$ cat config.mk
export PLATFORM = sky130hd
export DESIGN_NAME = nand_pio_seq
export DESIGN_NICKNAME = d
export VERILOG_FILES = /design/src/rtl/nps_pkg.sv /design/src/rtl/nps_rb_sync.sv /design/src/rtl/nps_regs.sv /design/src/rtl/nps_engine.sv /design/src/rtl/nand_pio_seq.sv
export SDC_FILE = /design/constraint.sdc
export NUM_CORES = 1
export LEC_CHECK = 0
export BUFFER_PORTS_ARGS = -buffer_cell sky130_fd_sc_hd__buf_2
export CAP_MARGIN = 20
export CORE_ASPECT_RATIO = 1.5
export CORE_MARGIN = 4
export CORE_UTILIZATION = 37
export DETAILED_ROUTE_END_ITERATION = 8
export PLACE_DENSITY = 0.53
export SLEW_MARGIN = 20
export SYNTH_ARGS = -nofsm -noshare
export SYNTH_HDL_FRONTEND = slang
export SYNTH_HIERARCHICAL = 1
export SYNTH_SLANG_ARGS = --single-unit
$ cat constraint.sdc
create_clock -name clk -period 2.2 [get_ports clk]
set_input_delay 0.44 -clock clk [delete_from_list [all_inputs] [get_ports clk]]
set_output_delay 0.44 -clock clk [all_outputs]
set_load 0.05 [all_outputs]
$ cat src/rtl/nps_pkg.sv
package nps_pkg;

    localparam int CMD_W   = 8;
    localparam int WORD_W  = 32;
    localparam int HADR_W  = 8;
    localparam int NBYTES  = WORD_W / 8;
    localparam int ADR_MAX = 5;
    localparam int SEL_W   = 3;

    typedef struct packed {
        logic [2:0] nadr;      // 13:11 address byte count
        logic [1:0] size;      // 10:9  data bytes minus one
        logic       ce0;       // 8
        logic       b_after;   // 7
        logic       b_en;      // 6
        logic       tx;        // 5
        logic       rx;        // 4
        logic       pio;       // 3
        logic       ale;       // 2
        logic       cle;       // 1
        logic       go;        // 0
    } ctrl_t;

    localparam int CTRL_W = $bits(ctrl_t);

    typedef enum logic [3:0] {
        PH_IDLE  = 4'd0,
        PH_CMD1  = 4'd1,
        PH_ADDR  = 4'd2,
        PH_CMD2A = 4'd3,
        PH_WAITA = 4'd4,
        PH_DATA  = 4'd5,
        PH_CMD2B = 4'd6,
        PH_WAITB = 4'd7,
        PH_DONE  = 4'd8
    } phase_e;

    localparam logic [SEL_W-1:0] SEL_CMD1 = 3'd0;
    localparam logic [SEL_W-1:0] SEL_CMD2 = 3'd1;
    localparam logic [SEL_W-1:0] SEL_ADR1 = 3'd2;
    localparam logic [SEL_W-1:0] SEL_ADR2 = 3'd3;
    localparam logic [SEL_W-1:0] SEL_CTRL = 3'd4;
    localparam logic [SEL_W-1:0] SEL_DATA = 3'd5;

    function automatic logic [2:0] addr_count(ctrl_t c);
        return (c.nadr > 3'(ADR_MAX)) ? 3'(ADR_MAX) : c.nadr;
    endfunction

    function automatic logic data_on(ctrl_t c);
        return c.pio && (c.rx || c.tx);
    endfunction

    function automatic logic phase_on(phase_e p, ctrl_t c);
        case (p)
            PH_CMD1:  return c.cle;
            PH_ADDR:  return c.ale && (addr_count(c) != 3'd0);
            PH_CMD2A: return c.b_en && !c.b_after;
            PH_WAITA: return c.b_en && !c.b_after;
            PH_DATA:  return data_on(c);
            PH_CMD2B: return c.b_en && c.b_after;
            PH_WAITB: return 1'b1;
            PH_DONE:  return 1'b1;
            default:  return 1'b0;
        endcase
    endfunction

    // first enabled phase strictly after cur
    function automatic phase_e next_phase(phase_e cur, ctrl_t c);
        phase_e r = PH_DONE;
        for (int i = 8; i >= 1; i--) begin
            if (i > int'(cur) && phase_on(phase_e'(4'(i)), c))
                r = phase_e'(4'(i));
        end
        return r;
    endfunction

endpackage

$ cat src/rtl/nps_rb_sync.sv
module nps_rb_sync (
    input  logic clk,
    input  logic rst,
    input  logic rb_n,
    output logic rdy
);
    logic s1, s2;

    always_ff @(posedge clk) begin
        if (rst) begin
            s1 <= 1'b1;
            s2 <= 1'b1;
        end else begin
            s1 <= rb_n;
            s2 <= s1;
        end
    end

    assign rdy = s2;
endmodule

$ cat src/rtl/nps_regs.sv
module nps_regs
    import nps_pkg::*;
(
    input  logic                clk,
    input  logic                rst,
    input  logic                wr_en,
    input  logic [SEL_W-1:0]    wr_sel,
    input  logic [WORD_W-1:0]   wr_data,
    input  logic                done,
    input  logic                cap_en,
    input  logic [1:0]          cap_idx,
    input  logic [7:0]          cap_byte,
    output logic [CMD_W-1:0]    cmd1,
    output logic [CMD_W-1:0]    cmd2,
    output logic [WORD_W-1:0]   adr1,
    output logic [HADR_W-1:0]   adr2,
    output ctrl_t               ctrl,
    output logic [WORD_W-1:0]   data
);
    logic accept;
    assign accept = wr_en && !ctrl.go;

    always_ff @(posedge clk) begin
        if (rst) begin
            cmd1 <= '0;
            cmd2 <= '0;
            adr1 <= '0;
            adr2 <= '0;
            ctrl <= '0;
            data <= '0;
        end else begin
            if (accept) begin
                case (wr_sel)
                    SEL_CMD1: cmd1 <= wr_data[CMD_W-1:0];
                    SEL_CMD2: cmd2 <= wr_data[CMD_W-1:0];
                    SEL_ADR1: adr1 <= wr_data;
                    SEL_ADR2: adr2 <= wr_data[HADR_W-1:0];
                    SEL_CTRL: ctrl <= ctrl_t'(wr_data[CTRL_W-1:0]);
                    SEL_DATA: data <= wr_data;
                    default: ;
                endcase
            end
            if (cap_en)
                data[8*cap_idx +: 8] <= cap_byte;
            if (done)
                ctrl.go <= 1'b0;
        end
    end

    AST_IGNORE_BUSY: assert property (@(posedge clk) disable iff (rst)
        ctrl.go && wr_en && wr_sel == SEL_CMD1 |=> $stable(cmd1));
    AST_GO_HOLD: assert property (@(posedge clk) disable iff (rst)
        ctrl.go && !done |=> ctrl.go);
endmodule

$ cat src/rtl/nps_engine.sv
module nps_engine
    import nps_pkg::*;
#(
    parameter int T_LO   = 2,
    parameter int T_HI   = 2,
    parameter int WB_CYC = 3
) (
    input  logic                clk,
    input  logic                rst,
    input  ctrl_t               ctrl,
    input  logic [CMD_W-1:0]    cmd1,
    input  logic [CMD_W-1:0]    cmd2,
    input  logic [WORD_W-1:0]   adr1,
    input  logic [HADR_W-1:0]   adr2,
    input  logic [WORD_W-1:0]   data,
    input  logic                rdy,
    input  logic [7:0]          dq_in,
    output logic                ce_n,
    output logic                cle,
    output logic                ale,
    output logic                we_n,
    output logic                re_n,
    output logic [7:0]          dq_out,
    output logic                dq_oe,
    output logic                cap_en,
    output logic [1:0]          cap_idx,
    output logic [7:0]          cap_byte,
    output logic                done
);
    localparam int TMAX = (T_LO > T_HI) ? ((T_LO > WB_CYC) ? T_LO : WB_CYC)
                                        : ((T_HI > WB_CYC) ? T_HI : WB_CYC);
    localparam int TW = $clog2(TMAX + 1);
    localparam logic [TW-1:0] LO_END = TW'(T_LO - 1);
    localparam logic [TW-1:0] HI_END = TW'(T_HI - 1);
    localparam logic [TW-1:0] WB_END = TW'(WB_CYC - 1);

    phase_e          ph;
    logic            lo;
    logic [TW-1:0]   tcnt;
    logic [2:0]      bidx;

    logic [WORD_W+HADR_W-1:0] adr_cat;
    logic active, waiting, byte_ph, is_rd, is_wr, last_byte;

    assign adr_cat   = {adr2, adr1};
    assign active    = (ph != PH_IDLE) && (ph != PH_DONE);
    assign waiting   = (ph == PH_WAITA) || (ph == PH_WAITB);
    assign byte_ph   = active && !waiting;
    assign is_rd     = (ph == PH_DATA) && ctrl.rx;
    assign is_wr     = byte_ph && !is_rd;
    assign last_byte = (ph == PH_ADDR) ? (bidx == addr_count(ctrl) - 3'd1)
                     : (ph == PH_DATA) ? (bidx == {1'b0, ctrl.size})
                     : 1'b1;

    always_ff @(posedge clk) begin
        if (rst) begin
            ph   <= PH_IDLE;
            lo   <= 1'b0;
            tcnt <= '0;
            bidx <= '0;
        end else begin
            case (ph)
                PH_IDLE: begin
                    if (ctrl.go) begin
                        ph   <= next_phase(PH_IDLE, ctrl);
                        lo   <= 1'b1;
                        tcnt <= '0;
                        bidx <= '0;
                    end
                end
                PH_DONE: ph <= PH_IDLE;
                PH_WAITA, PH_WAITB: begin
                    if (tcnt != WB_END)
                        tcnt <= tcnt + 1'b1;
                    else if (rdy) begin
                        ph   <= next_phase(ph, ctrl);
                        lo   <= 1'b1;
                        tcnt <= '0;
                        bidx <= '0;
                    end
                end
                default: begin
                    if (lo) begin
                        if (tcnt == LO_END) begin
                            lo   <= 1'b0;
                            tcnt <= '0;
                        end else
                            tcnt <= tcnt + 1'b1;
                    end else if (tcnt == HI_END) begin
                        tcnt <= '0;
                        lo   <= 1'b1;
                        if (last_byte) begin
                            ph   <= next_phase(ph, ctrl);
                            bidx <= '0;
                        end else
                            bidx <= bidx + 1'b1;
                    end else
                        tcnt <= tcnt + 1'b1;
                end
            endcase
        end
    end

    always_comb begin
        case (ph)
            PH_CMD1:           dq_out = cmd1;
            PH_CMD2A, PH_CMD2B: dq_out = cmd2;
            PH_ADDR:           dq_out = adr_cat[8*bidx +: 8];
            PH_DATA:           dq_out = data[8*bidx[1:0] +: 8];
            default:           dq_out = '0;
        endcase
    end

    assign ce_n     = !(active && ctrl.ce0);
    assign cle      = (ph == PH_CMD1) || (ph == PH_CMD2A) || (ph == PH_CMD2B);
    assign ale      = (ph == PH_ADDR);
    assign we_n     = !(is_wr && lo);
    assign re_n     = !(is_rd && lo);
    assign dq_oe    = is_wr;
    assign cap_en   = is_rd && lo && (tcnt == LO_END);
    assign cap_idx  = bidx[1:0];
    assign cap_byte = dq_in;
    assign done     = (ph == PH_DONE);

    AST_CLE_ALE_EXCL: assert property (@(posedge clk) disable iff (rst)
        !(cle && ale));
    AST_STROBE_EXCL: assert property (@(posedge clk) disable iff (rst)
        !(!we_n && !re_n));
    AST_IDLE_QUIET: assert property (@(posedge clk) disable iff (rst)
        ph == PH_IDLE |-> we_n && re_n && !cle && !ale && ce_n);
    AST_DONE_READY: assert property (@(posedge clk) disable iff (rst)
        ph == PH_DONE |-> rdy);
endmodule

$ cat src/rtl/nand_pio_seq.sv
module nand_pio_seq
    import nps_pkg::*;
#(
    parameter int T_LO   = 2,
    parameter int T_HI   = 2,
    parameter int WB_CYC = 3
) (
    input  logic        clk,
    input  logic        rst,
    input  logic        wr_en,
    input  logic [2:0]  wr_sel,
    input  logic [31:0] wr_data,
    output logic        go_o,
    output logic        rdy_o,
    output logic [31:0] data_o,
    output logic        nf_ce_n,
    output logic        nf_cle,
    output logic        nf_ale,
    output logic        nf_we_n,
    output logic        nf_re_n,
    output logic [7:0]  nf_dq_out,
    output logic        nf_dq_oe,
    input  logic [7:0]  nf_dq_in,
    input  logic        nf_rb_n
);
    ctrl_t             ctrl;
    logic [CMD_W-1:0]  cmd1, cmd2;
    logic [WORD_W-1:0] adr1, data;
    logic [HADR_W-1:0] adr2;
    logic              rdy, done, cap_en;
    logic [1:0]        cap_idx;
    logic [7:0]        cap_byte;

    nps_rb_sync u_sync (
        .clk (clk), .rst (rst), .rb_n (nf_rb_n), .rdy (rdy)
    );

    nps_regs u_regs (
        .clk (clk), .rst (rst),
        .wr_en (wr_en), .wr_sel (wr_sel), .wr_data (wr_data),
        .done (done), .cap_en (cap_en), .cap_idx (cap_idx), .cap_byte (cap_byte),
        .cmd1 (cmd1), .cmd2 (cmd2), .adr1 (adr1), .adr2 (adr2),
        .ctrl (ctrl), .data (data)
    );

    nps_engine #(.T_LO (T_LO), .T_HI (T_HI), .WB_CYC (WB_CYC)) u_eng (
        .clk (clk), .rst (rst), .ctrl (ctrl),
        .cmd1 (cmd1), .cmd2 (cmd2), .adr1 (adr1), .adr2 (adr2), .data (data),
        .rdy (rdy), .dq_in (nf_dq_in),
        .ce_n (nf_ce_n), .cle (nf_cle), .ale (nf_ale),
        .we_n (nf_we_n), .re_n (nf_re_n),
        .dq_out (nf_dq_out), .dq_oe (nf_dq_oe),
        .cap_en (cap_en), .cap_idx (cap_idx), .cap_byte (cap_byte),
        .done (done)
    );

    assign go_o   = ctrl.go;
    assign rdy_o  = rdy;
    assign data_o = data;
endmodule

After elaboration in Yosys (flattened, before gate mapping)
Cells that the tools add are included.
{"block": "totals", "ff_bits": 114, "inputBits": 47, "output_inout_bits": 48, "wordCells": 245}
{"block": "op_classes", "add_sub_neg": 4, "n_lt_le_gt_ge": 8, "n_eq_ne": 24, "shift": 4, "n_mux": 124, "n_bitwise": 1, "reduce_logical": 58}
{"op": "$mux 32", "count": 4}
{"op": "$mux 4", "count": 26}
{"op": "$mux 1", "count": 77}
{"op": "$shiftx 40x7->8", "count": 1}
{"op": "$neg 5->34", "count": 1}
{"op": "$shift 8x34->32 const A", "count": 1}
{"op": "$shiftx 8x34->32", "count": 1}
{"op": "$bwmux 32", "count": 1}
{"op": "$pmux 8 s4", "count": 1}
{"op": "$shiftx 32x6->8", "count": 1}
{"op": "$logic_and 1x1->1", "count": 27}
{"op": "$mux 3", "count": 7}
{"op": "$eq 4x3->1 const B", "count": 4}
{"op": "$gt 3x4->1 const A", "count": 4}
{"op": "$pmux 4 s3", "count": 1}
{"op": "$reduce_and 6->1", "count": 2}
{"op": "$reduce_bool 4->1", "count": 3}
{"op": "$reduce_and 2->1", "count": 5}
{"op": "$pmux 3 s3", "count": 1}
{"op": "$eq 4x2->1 const B", "count": 2}
{"op": "$gt 2x4->1 const A", "count": 2}
{"op": "$mux 2", "count": 4}
{"op": "$ne 2x2->1 const B", "count": 4}
{"op": "$ne 4x4->1 const B", "count": 2}
{"op": "27 further kinds", "count": 41}

Depth between registers and ports, before layout
{"block": "logic_depth", "depth_word": 22, "mapped_depth": 9, "depth_no_buf": 8}

Hierarchy
Netlist, hierarchy kept.
{"mod": "nps_regs", "instances": 1, "cells_each": 510, "area_per_inst_um2": 4596.9, "seq_area_each_um2": 2042.0}
{"mod": "nps_engine", "instances": 1, "cells_each": 192, "area_per_inst_um2": 1692.9, "seq_area_each_um2": 200.2}
{"mod": "nps_rb_sync", "instances": 1, "cells_each": 4, "area_per_inst_um2": 52.6, "seq_area_each_um2": 40.0}

Least setup slack after synthesis
OpenSTA, ideal clock, no wires.
{"block": "synth_timing", "path_kind": "register -> output", "start": "reg u_eng.ph[1]", "end": "out nf_we_n", "arrival_ns": 2.791, "required_ns": 1.760, "setup_slack_ns": -1.031, "path_stages_with_launch": 6, "n_path_buf": 2, "path_cell_list": "dfxtp_1 -> buf_6 -> and4bb_2 -> clkbuf_1 -> a21boi_0 -> nand2_1"}
{"block": "synth_via", "elab_chain_len": 7, "elab_cells_between_ends": 14, "cone_classes": "4 x eq/ne; 10 x reduce/logical"}
{"item": "start, declared", "line_no": "nps_engine.sv:37", "source": "phase_e ph;"}
{"item": "start signal, assigned", "line_no": "nps_engine.sv:65", "source": "ph <= next_phase(PH_IDLE, ctrl);"}
{"item": "start signal, assigned", "line_no": "nps_engine.sv:76", "source": "ph <= next_phase(ph, ctrl);"}
{"item": "start signal, assigned", "line_no": "nps_engine.sv:93", "source": "ph <= next_phase(ph, ctrl);"}
{"item": "$eq 4x3->1", "line_no": "nps_engine.sv:47", "source": "assign waiting = (ph == PH_WAITA) || (ph == PH_WAITB);"}
{"item": "$logic_or 1x1->1", "line_no": "nps_engine.sv:47"}
{"item": "$logic_not 1->1", "line_no": "nps_engine.sv:48", "source": "assign byte_ph = active && !waiting;"}
{"item": "$logic_and 1x1->1", "line_no": "nps_engine.sv:48"}
{"item": "$logic_and 1x1->1 *", "line_no": "nps_engine.sv:50", "source": "assign is_wr = byte_ph && !is_rd;"}
{"item": "net nf_dq_oe", "line_no": "nand_pio_seq.sv:22", "source": "output logic nf_dq_oe,"}
{"item": "$logic_and 1x1->1 *", "line_no": "nps_engine.sv:117", "source": "assign we_n = !(is_wr && lo);"}
{"item": "$logic_not 1->1 *", "line_no": "nps_engine.sv:117"}
{"item": "end, declared", "line_no": "nand_pio_seq.sv:19", "source": "output logic nf_we_n,"}
Mark *: on every way through the listed nets, which the timed path passes. The rest lies on a longest branch.

Final worst setup path
{"block": "layout_timing", "start": "reg u_eng.bidx[0]", "end": "out nf_dq_out[3]"}
{"block": "layout_via", "elab_chain_len": 2, "elab_cells_between_ends": 3, "cone_classes": "2 x shift; 1 x mux"}
{"item": "start, declared", "line_no": "nps_engine.sv:40", "source": "logic [2:0] bidx;"}
{"item": "start signal, assigned", "line_no": "nps_engine.sv:96", "source": "bidx <= bidx + 1'b1;"}
{"item": "$shiftx 40x7->8 or $shiftx 32x6->8 (tied branches)", "line_no": "nps_engine.sv:108, nps_engine.sv:109"}
{"item": "$pmux 8 s4 *", "line_no": "nps_engine.sv:105", "source": "case (ph)"}
{"item": "end, declared", "line_no": "nand_pio_seq.sv:21", "source": "output logic [7:0] nf_dq_out,"}
Every way passes the cells marked *; elsewhere a longest branch is shown, timed or not.

==> flow_summary_export.csv <==
group,metric,value,unit
run_status,status,"finished with violations",
run_status,violations,"negative setup slack",
floorplanning,rows,58,
worst_setup_path,worstPathRequired,1.76,ns
clocking,cts_num_sinks,114,
clocking,clk_latency,0.42,ns
global_route,globalRouteMet3Util,4.639,%
pwr,p_per_area,870.0,nW/um^2
timing,max_freq,379.2,MHz
routing,drt_iter0_drc,512,
global_route,antenna_found_initial,0,
pwr,p_leak,3.005,nW
synthesis,synth_ff_type,"dfxtp_1",
global_route,gr-usage-met2,39.82,%
placement,finalWeightedCongestion,0.8770,
timing,fin_skew,0.006291,ns
synthesis,synthArstFlopShare,0,%
timing,rsz0062_at_grt,"true",
routing,drt_wl_total,23130,um
clocking,clk_pin_slew,0.06,ns
timing,maxSlewViolCount,0,
routing,wl_per_cell,22.48,um
timing,max_slew_margin,55.00,%
timing,fin_setup_tns,-3.239,ns
placement,place.port_buffers,94,
synthesis,synthesis.area,6342,um^2
routing,vias,6131,
final_layout,stdcell_count,1029,
pwr,power,7.022,mW
worst_setup_path,cp_max_fo,5,
clocking,cts_buffer_depth,2,
clocking,cts_tree,"done",
routing,viasPerCell,5.958,
synthesis,ys_types,69,
worst_hold_path,hp-class,"in2reg",
global_route,grt_use_met1,29.12,%
global_route,gr-usage-all-layers,23.78,%
global_route,grt_max_degree,74,
timing,hold_viol_final,0,
synthesis,synth_edf_count,0,
routing,antenna_left,0,
global_route,grt.overflow.total,0,
final_layout,layout-drive-gt1-share,30.40,%
clocking,h-tree-depth,4,
synthesis,synthCells,706,
worst_setup_path,endpoint_kind,"output port",
worst_setup_path,cp-start-kind,"flop",
synthesis,synth_nets,760,
synthesis,yosys_register_bits,114,
synthesis,syn_avg_cell_area,8.983,um^2
global_route,grt_pass1_vias,6129,
placement,dp_cells,992,
timing,tightest_slew,0.6750,ns
floorplanning,chipWidth,114.9,um
worst_setup_path,worstPathArrival,2.20,ns
floorplanning,die_area,19340,um^2
final_layout,diodes,0,
global_route,grt_pass1_wl,35310,um
routing,dr.pass1.iters,6,
floorplanning,start_util,37.67,%
job,cap_violations,0,
timing,period_minus_slack,2.637,ns
floorplanning,die_y,168.4,um
timing,setup_slack,-0.4374,ns
placement,dpl.hpwl,16580,um
final_layout,nNetsFinal,860,
clocking,cts-buffers-inserted,17,
worst_setup_path,crit_type,"reg2out",
final_layout,fin_util,47.94,%
floorplanning,core,16840,um^2
global_route,busiest_layer,"met2",
timing,whs,0.2062,ns
clocking,postCtsHoldBufs,0,
timing,setup_viol,8,
clocking,cts_root_buffer,"clkbuf_16",
timing,fin_crit_sh,119.9,%
pwr,worst_ir_drop_vdd,0.6268,mV
synthesis,ys_warn_count,6,
floorplanning,io_pins,95,
routing,drc,0,
final_layout,syn_to_final_growth,27.26,%
synthesis,ys_seq_area_share,35.98,%
==> registers in the layout (all words and copies together) (netlist names) <==
name,cells
u_sync/rdy,1
u_regs/adr2,8
u_regs/data,32
u_eng/bidx,3
u_sync/s1,1
u_regs/ctrl,14
u_regs/cmd2,8
u_eng/tcnt,2
u_eng/lo,1
u_regs/cmd1,8
u_eng/ph,4
u_regs/adr1,32
==> per-stage QoR <==
step,setup WS [ns],cell area (um^2)
6_report,-0.4374,8071
5_1_grt,-0.5212,8071
4_1_cts,-0.4817,8014
3_5_place_dp,-0.2315,7243
3_3_place_gp,-0.2027,7243
2_1_floorplan,-0.1207,6459
==> routing by layer <==
layer  wire length, um  up-vias
met3              1363       52
li1                  -     2836
met1              9257     2983
met5                 0        -
met2             11560      260
met4               949        0
==> cell families (layout without fill, tap and decap cells) <==
group	after synthesis	after routing	share of synthesized area [%]
xor gates and xnor gates	5	5	0.6906
adders and majority gates	7	7	1.381
AOI/OAI and AO/OA	225	225	22.33
DFF	114	114	35.98
buffers and inverters	81	194	6.964
and+or+nand+nor	218	218	20.66
muxes	56	56	11.99
==> critical path: stages, from the launching register on <==
cell and delay, ns:
dfxtp_4 0.39, buf_12 0.13, mux4_2 0.50, a222oi_1 0.34, buf_4 0.21, o21ai_4 0.06, buf_6 0.15
==> layout by cell type (no fill, tap or decap), types with 5 or more instances in the layout <==
master,count
ha_1,5
nand2b_1,78
o21ai_0,69
buf_12,6
nor3_1,7
mux2i_1,40
buf_2,80
a22oi_1,8
nand3_1,64
mux4_2,16
inv_1,8
nor2_1,12
a21oi_1,75
buf_4,49
dfxtp_1,109
a311oi_1,33
buf_6,13
nand2_1,9
a222oi_1,8
o21ai_4,8
clkbuf_16,17
==> final timing paths <==
kind                                     from      endpoint  slack (ns)  cells after the start
worst min-delay path                  nf_rb_n     u_sync/s1        0.21                      2
worst max-delay path            u_eng/bidx[0]  nf_dq_out[3]       -0.44                      6
worst max register to register  u_eng/bidx[0]   u_eng/ph[3]        0.10                      8
worst min register to register      u_sync/s1    u_sync/rdy        0.41                      1
==> report_power, final <==
| group | internal, mW | switching [mW] |
|---|---|---|
| Combinational | 0.941 | 1.25 |
| Clock | 1.48 | 1.07 |
| Sequential | 2.17 | 0.114 |
| Total | 4.59 | 2.44 |
==> what timing repair did <==
item / CTS / global route
pin swaps: 10 / 8
hold endpoints to repair: 0 / 0
gates cloned: 1 / 0
endpoints found under the setup margin: 22 / 24
resized for setup: 48 / 13
buffers inserted: 4 / 0
==> Yosys cell counts, drive strengths merged, types with 10 or more instances <==
| library cell | instances | area share [%] |
|---|---|---|
| nand3 | 66 | 5.3 |
| a21oi | 77 | 6.3 |
| mux2i | 40 | 6.3 |
| buf | 30 | 3.8 |
| nand2b | 79 | 7.8 |
| nor3 | 10 | 0.95 |
| dfxtp | 114 | 36 |
| a311oi | 33 | 4.6 |
| nor2 | 15 | 1.0 |
| clkbuf | 40 | 2.4 |
| o21ai | 78 | 6.2 |
| mux4 | 16 | 5.7 |
| nand2 | 11 | 0.65 |
==> cell type report <==
type                       instances  area [um^2]
sequential                       114         2298
fill                            1643         8765
clock inverter                    14        107.6
timing repair buffer             152         1112
inverter                          10        40.04
clock buffer                      18        439.2
multi-input combinational        511         3811
tap                              210        262.8
(Power assumes the default switching activity.)
